**src/rtl/agu_pkg.sv**
```systemverilog
package agu_pkg;
    localparam int AW = 32;

    typedef enum logic [1:0] {
        SZ_BYTE  = 2'b00,
        SZ_HALF  = 2'b01,
        SZ_WORD  = 2'b10,
        SZ_WORD2 = 2'b11
    } acc_size_e;

    typedef struct packed {
        logic [AW-1:0] addr;
        logic [AW-1:0] nbase;
        logic          we;
        logic          mis;
    } agu_res_t;
endpackage

```
**src/rtl/agu_offset.sv**
```systemverilog
module agu_offset #(
    parameter int AW    = 32,
    parameter int IMM_W = 12,
    parameter int SH_W  = $clog2(AW)
) (
    input  logic             off_is_reg,
    input  logic [IMM_W-1:0] imm_off,
    input  logic [AW-1:0]    reg_off,
    input  logic [SH_W-1:0]  shamt,
    output logic [AW-1:0]    offset
);
    localparam int PAD_W = AW - IMM_W;

    logic [AW-1:0] shifted;

    always_comb begin
        shifted = reg_off << shamt;
        if (off_is_reg) offset = shifted;
        else            offset = {{PAD_W{1'b0}}, imm_off};
    end
endmodule

```
**src/rtl/agu_adder.sv**
```systemverilog
module agu_adder #(
    parameter int AW = 32
) (
    input  logic [AW-1:0] base,
    input  logic [AW-1:0] offset,
    input  logic          sub,
    output logic [AW-1:0] sum
);
    // One adder serves both directions: invert the operand and carry in one.
    logic [AW-1:0] operand;
    logic [AW-1:0] carry_in;

    always_comb begin
        operand  = offset ^ {AW{sub}};
        carry_in = {{(AW-1){1'b0}}, sub};
        sum      = base + operand + carry_in;
    end
endmodule

```
**src/rtl/agu_align.sv**
```systemverilog
module agu_align #(
    parameter int AW = 32
) (
    input  logic [AW-1:0] addr,
    input  logic [1:0]    size,
    output logic          mis
);
    import agu_pkg::*;

    always_comb begin
        unique case (acc_size_e'(size))
            SZ_BYTE:          mis = 1'b0;
            SZ_HALF:          mis = addr[0];
            SZ_WORD, SZ_WORD2: mis = |addr[1:0];
            default:          mis = 1'b0;
        endcase
    end
endmodule

```
**src/rtl/addr_gen_unit.sv**
```systemverilog
module addr_gen_unit #(
    parameter int AW      = agu_pkg::AW,
    parameter int IMM_W   = 12,
    parameter int SH_W    = $clog2(AW),
    parameter bit OUT_REG = 1'b1
) (
    input  logic             clk,
    input  logic             rst_n,
    input  logic [AW-1:0]    base_val,
    input  logic             off_is_reg,
    input  logic [IMM_W-1:0] imm_off,
    input  logic [AW-1:0]    reg_off,
    input  logic [SH_W-1:0]  shamt,
    input  logic             sub_off,
    input  logic             post_idx,
    input  logic             wb_req,
    input  logic [1:0]       acc_size,
    output logic [AW-1:0]    acc_addr,
    output logic [AW-1:0]    new_base,
    output logic             base_we,
    output logic             misalign
);
    import agu_pkg::*;

    logic [AW-1:0] offset;
    logic [AW-1:0] sum;
    logic [AW-1:0] addr_sel;
    logic          mis_d;
    agu_res_t      res_d;
    agu_res_t      res_q;

    agu_offset #(.AW(AW), .IMM_W(IMM_W), .SH_W(SH_W)) u_offset (
        .off_is_reg (off_is_reg),
        .imm_off    (imm_off),
        .reg_off    (reg_off),
        .shamt      (shamt),
        .offset     (offset)
    );

    agu_adder #(.AW(AW)) u_adder (
        .base   (base_val),
        .offset (offset),
        .sub    (sub_off),
        .sum    (sum)
    );

    assign addr_sel = post_idx ? base_val : sum;

    agu_align #(.AW(AW)) u_align (
        .addr (addr_sel),
        .size (acc_size),
        .mis  (mis_d)
    );

    always_comb begin
        res_d.addr  = addr_sel;
        res_d.we    = post_idx | wb_req;
        res_d.nbase = res_d.we ? sum : base_val;
        res_d.mis   = mis_d;
    end

    generate
        if (OUT_REG) begin : g_reg
            logic primed_q;

            always_ff @(posedge clk or negedge rst_n) begin
                if (!rst_n) begin
                    res_q    <= '0;
                    primed_q <= 1'b0;
                end else begin
                    res_q    <= res_d;
                    primed_q <= 1'b1;
                end
            end


            post_addr_chk: assert property (@(posedge clk) disable iff (!rst_n)
                (primed_q && $past(post_idx)) |-> (acc_addr == $past(base_val)));


            post_we_chk: assert property (@(posedge clk) disable iff (!rst_n)
                (primed_q && $past(post_idx)) |-> base_we);


            pre_keep_chk: assert property (@(posedge clk) disable iff (!rst_n)
                (primed_q && !$past(post_idx) && !$past(wb_req))
                    |-> (!base_we && new_base == $past(base_val)));


            pre_wb_chk: assert property (@(posedge clk) disable iff (!rst_n)
                (primed_q && !$past(post_idx) && $past(wb_req))
                    |-> (base_we && new_base == acc_addr));


            byte_aligned_chk: assert property (@(posedge clk) disable iff (!rst_n)
                (primed_q && $past(acc_size) == 2'b00) |-> !misalign);


            mis_lowbits_chk: assert property (@(posedge clk) disable iff (!rst_n)
                misalign |-> (acc_addr[1:0] != 2'b00));
        end else begin : g_comb
            assign res_q = res_d;
        end
    endgenerate

    assign acc_addr = res_q.addr;
    assign new_base = res_q.nbase;
    assign base_we  = res_q.we;
    assign misalign = res_q.mis;
endmodule

```
**config.mk**
```make
export PLATFORM = sky130hd
export DESIGN_NAME = addr_gen_unit
export DESIGN_NICKNAME = d
export VERILOG_FILES = /design/src/rtl/agu_pkg.sv /design/src/rtl/agu_offset.sv /design/src/rtl/agu_adder.sv /design/src/rtl/agu_align.sv /design/src/rtl/addr_gen_unit.sv
export SDC_FILE = /design/constraint.sdc
export NUM_CORES = 1
export LEC_CHECK = 0
export BUFFER_PORTS_ARGS = -buffer_cell sky130_fd_sc_hd__buf_2
export CORE_ASPECT_RATIO = 1.4
export CORE_MARGIN = 5
export CORE_UTILIZATION = 54
export CTS_CLUSTER_SIZE = 20
export DETAILED_ROUTE_END_ITERATION = 6
export PLACE_DENSITY = 0.8
export SLEW_MARGIN = 40
export SYNTH_ARGS = -nofsm -noshare
export SYNTH_HDL_FRONTEND = slang
export SYNTH_HIERARCHICAL = 1
export SYNTH_SLANG_ARGS = --single-unit
```
**constraint.sdc**
```tcl
create_clock -name clk -period 0.8 [get_ports clk]
set_clock_uncertainty 0.05 [all_clocks]
set_input_delay 0.16 -clock clk [delete_from_list [all_inputs] [get_ports clk]]
set_output_delay 0.16 -clock clk [all_outputs]
set_load 0.01 [all_outputs]
```
==> metrics.cfg, run 1 <==
[grt]
grt_max_degree = 67
grt_use_total = 0.717
overflow = 69

[floorplan]
io_pins = 155
die_h_um = 144
die_w_um = 106
placementRows = 48
start_util = 0.555

[synth]
synthSimpleGateAreaFrac = 0.118
synth_cell_types = 74
synth_seq_cells = 66
synth_top_cell_by_area = dfrtp_1
yosys.area_share.xor_xnor = 0.0764
synth-main-ff-cell = dfrtp_1
synth-edff-count = 0
ys_warn_count = 6
synth-compound-area-share = 0.184
synth.area.mux_share = 0.266
synth_fa_ha_area_frac = 0.0628
yosysSeqAreaShare = 0.239
netlist.area_leader.share = 0.239
syn-num-nets = 837
synthTopCellsByArea = dfrtp_1 (24%), mux2_2 (11%), mux2_4 (6.3%)
postSynthAreaPerCell_um2 = 9.66
syn_inst = 714
async_flop_share = 1.00
syn-cell-area_um2 = 6900
synth_top_family_by_area = multiplexers

[placed_design]
io_buffers = 154
placedInstanceArea_um2 = 9760
gp_congestion = 0.953
place.detailed.hpwl_mm = 19.2

[clock_network]
cts_inserted_buffers = 9
cts-root-buf = clkbuf_16
h-tree-depth = 3
clk_path_buf_depth = 2
clock-sinks = 66

[timing]
worst_path_end_type = register data pin
crit_endpoint = new_base[24]$_DFF_PN0_/D

[outcome]
status = stopped before the end
error_line = [ERROR GRT-0232] Routing congestion too high. Check the congestion heatmap in the GUI.
haltStage = global routing (5_1_grt)

## repair_timing
action                                  in CTS
endpoints found under the setup margin     131
buffers inserted                            27
gates cloned                                 2
hold endpoints to repair                    67
hold buffers                                 2
gates resized for setup                    110
pin swaps                                   45
## metrics by stage
stage / util / hold WS [ns] / cells / worst slack (ns) / setup TNS, ns
3_5_place_dp: 0.785 / 0.152 / 1213 / -3.21 / -173.16
2_1_floorplan: - / -0.186 / 714 / -2.88 / -142.17
3_3_place_gp: 0.785 / 0.139 / 1213 / -3.09 / -166.53
4_1_cts: 0.874 / 0.0224 / 1259 / -2.75 / -163.30
## layer usage
metal,GRT overflow,global-route usage
met3,1,0.516
met2,34,0.925
met1,3,0.687
met5,1,0.0877
met4,30,0.801
## logic make-up after synthesis
logic type / count (synthesis)
AOI/OAI and AO/OA: 186
DFF: 66
buffers and inverters: 62
muxes: 143
xor gates and xnor gates: 58
adders and majority gates: 34
and+or+nand+nor: 165
## synthesized netlist by cell type (all sizes together) (3+ instances only)
cell type and number:
and2 5, inv 17, a31oi 3, a21o 13, dfrtp 66, o211ai 4, nor3b 5, buf 34
and3 10, nor2b 8, o21ai 38, a2111oi 5, o22ai 16, or3 4, mux2i 34, nor2 47
mux4 13, a31o 3, clkbuf 9, nor3 11, o2bb2ai 9, a21boi 3, nand2b 12, xor2 41
o21a 4, xnor2 17, mux2 96, ha 33, o21bai 5, nand3 14, a211oi 7, nand4 4
nand2 38, or2 4, a21oi 52
==> inputs of run 2 (changes only) <==
Settings changed: CORE_ASPECT_RATIO 1.4 to not set, CORE_UTILIZATION 54 to 39, CTS_CLUSTER_SIZE 20 to not set, PLACE_DENSITY 0.8 to not set, PLACE_DENSITY_LB_ADDON set to 0.15.
==> run 2 against run 1 <==
Against the previous run:
- the flow now finishes, with violations (negative setup slack)
- area after synthesis unchanged
- synthesized cell count unchanged
==> metrics.cfg, run 2 <==
[worst_setup_path]
cp_max_fo = 7
path_class = input pin to flop
path_cells = buf_8 > buf_12 > buf_4 > mux2i_4 > mux2_4 > mux2_4 > o2bb2ai_2 > xor2_1 > ha_1 > buf_6 > nand4_1 > nor2_2 > a211oi_4 > a211oi_4 > a31o_4 > and3_1 > or3_4 > mux2_4
cp_top_family = multiplexers
start_kind = input pin
cp_slowest_stage_delay_ns = 0.40
crit_path_frequent_cell = mux2_4
cp_num_buf_inv = 4
critical_path.endpoint_type = flop
cp_slowest_cell = a211oi_4
crit_arrival_ns = 3.88
worstPathRequired_ns = 0.98

[placed_design]
dp_cells = 1302  ; +7.3%
io_buffers = 154  ; unchanged
place.detailed.hpwl_mm = 20.2  ; +5.6%
pre_cts_slack_ns = -3.41  ; -0.201 ns
placedInstanceArea_um2 = 9990  ; +2.4%
gp_congestion = 0.917  ; -3.8%

[floorplan]
placementRows = 48  ; unchanged
die_w_um = 143  ; +36%
io_pins = 155  ; unchanged
start_util = 0.399  ; -0.156
die_h_um = 143  ; -0.51%
core_region_area_um2 = 17300
dieArea_um2 = 20400

[synth]
syn_inst = 714  ; unchanged
postSynthAreaPerCell_um2 = 9.66  ; unchanged
netlist.area_leader.share = 0.239  ; unchanged
synthTopCellsByArea = dfrtp_1 (24%), mux2_2 (11%), mux2_4 (6.3%)
ys_warn_count = 6  ; unchanged
synthSimpleGateAreaFrac = 0.118  ; unchanged
synth_top_family_by_area = multiplexers
yosys.area_share.xor_xnor = 0.0764  ; unchanged
synth_fa_ha_area_frac = 0.0628  ; unchanged
syn-cell-area_um2 = 6900  ; unchanged
synth-main-ff-cell = dfrtp_1
async_flop_share = 1.00  ; unchanged
synth_top_cell_by_area = dfrtp_1
synth_seq_cells = 66  ; unchanged
synth_cell_types = 74  ; unchanged
syn-num-nets = 837  ; unchanged
yosysSeqAreaShare = 0.239  ; unchanged
netlist_top_cells_count = dfrtp_1 (66), mux2_2 (66), a21oi_1 (51)
synth-edff-count = 0  ; unchanged
synth-compound-area-share = 0.184  ; unchanged
synth.area.mux_share = 0.266  ; unchanged

[finish]
final_common_cell = buf_4
finish.utilization = 0.677
nets = 1257
fill_cells = 1348
fin_cells = 1364
area_growth_pct = 69.7
diodes = 0
final_cell_mix = buf_4 (254), buf_2 (147), dfrtp_1 (66)
drive_above_1_share = 0.662
final_area_um2 = 11700

[drt]
drt_wl_total_mm = 26.7
dr.pass1.iters = 5
drcViolationCount = 0
top_layer = met4
drtIter0Drc = 408
antenna_left = 0
avgViaCountPerCell = 5.40
wl_per_cell_um = 19.6
wl_met3_mm = 1.52
wl_met2_mm = 13.3
dr_total_vias = 7365
wl_met1_mm = 11.0

[grt]
grt_first_pass_wirelength_mm = 40.8
grt_max_degree = 50
overflow = 0
grt_pass1_vias = 7792
grt_use_total = 0.252
antenna_found_initial = 0

[timing]
layout_setup_ws_ns = -2.90
fmax_ghz = 0.270
rsz0062_at_grt = true
min_period_ns = 3.70
slew_viol_final = 0
hold_viol_final = 0
worst_pin_slew_ns = 0.616
setup_viol = 131
min_period_over_period = 4.63
maxSlewHeadroom = 0.587

[worst_hold_path]
hold_start = base_val[22]
hp-class = input pin to flop
hold_depth = 2
whs_endpoint = new_base[22]

[power_and_ir_drop]
p_int_w = 0.0134
power_switching_share = 0.367
p_comb_frac = 0.592
clockPowerShare = 0.196
p_per_area_nw_per_um2 = 1810
power.switching_w = 0.00776
pwr-share-seq = 0.212
ir_drop_v = 0.00157
power.total_w = 0.0212
p_leak_nw = 5.48

[clock_network]
clk_path_buf_depth = 2  ; unchanged
cts_inserted_buffers = 9  ; unchanged
h-tree-depth = 3  ; unchanged
cts-root-buf = clkbuf_16
clock-sinks = 66  ; unchanged
tritoncts = built
clk_pin_slew_ns = 0.06

[outcome]
status = finished, violations left
violations = negative setup slack

[flow_run]
drv_cap = 0

==> run 2: cell counts after synthesis <==
Identical to the previous run, type by type.
==> run 2: what timing repair did <==
action / 4_1_cts / 5_1_grt
setup buffers: 27 / 24
hold endpoints to repair: 67 / 0
endpoints found under the setup margin: 131 / 131
hold buffers: 2 / 0
pin swaps: 64 / 43
resized for setup: 134 / 88
==> run 2: logic make-up (layout without fill, tap and decap cells) <==
logic type,after synthesis,in the layout
simple gates,165,165
flops,66,66
mux,143,143
buf+inv,62,487
compound gates,186,186
xor+xnor,58,58
fa+ha+maj,34,34
==> run 2: how the worst max path moves through the flow <==
| stage | from | to | slack, ns | cells after the start |
|---|---|---|---|---|
| floorplan | shamt[0] | acc_addr[31] | -2.88 | 17 |
| global placement | shamt[0] | acc_addr[31] | -3.62 | 19 |
| detailed placement | shamt[0] | acc_addr[31] | -3.41 | 19 |
| CTS | shamt[0] | acc_addr[31] | -2.87 | 17 |
| global route | shamt[0] | acc_addr[31] | -2.98 | 18 |
| finish | shamt[0] | acc_addr[31] | -2.90 | 18 |
==> run 2: power by group through the flow <==
stage          Sequential (W)  Combinational [W]  Clock [W]
3_5_place_dp          0.00452             0.0102          0
3_3_place_gp          0.00450             0.0101          0
6_report              0.00449             0.0125    0.00415
2_1_floorplan         0.00505            0.00538          0
4_1_cts               0.00448             0.0115    0.00425
5_1_grt               0.00457             0.0133    0.00440
==> run 2: routing by layer <==
metal	track usage	up-vias
li1	-	3469
met1	0.316	3571
met2	0.445	262
met3	0.0409	63
met4	0.0790	0
met5	0	-
==> run 2: final cells by class <==
| type | instances | area (um2) | share of cell area |
|---|---|---|---|
| Timing Repair Buffer | 452 | 3340 | 0.285 |
| Clock buffer | 10 | 239 | 0.0204 |
| Tap cell | 225 | 282 | 0.0241 |
| Sequential cell | 66 | 1650 | 0.141 |
| Clock inverter | 6 | 65.1 | 0.00556 |
| Inverter | 19 | 71.3 | 0.00609 |
| Multi-Input combinational cell | 586 | 6060 | 0.518 |
==> run 2: stage by stage <==
stage / TNS [ns] / hold WS [ns]
6_report: -170.42 / 0.0286
5_1_grt: -177.48 / 0.0273
4_1_cts: -165.66 / 0.0169
3_5_place_dp: -178.52 / 0.134
3_3_place_gp: -178.53 / 0.116
2_1_floorplan: -142.17 / -0.186
Note: power is estimated with default switching activity, not from simulation.
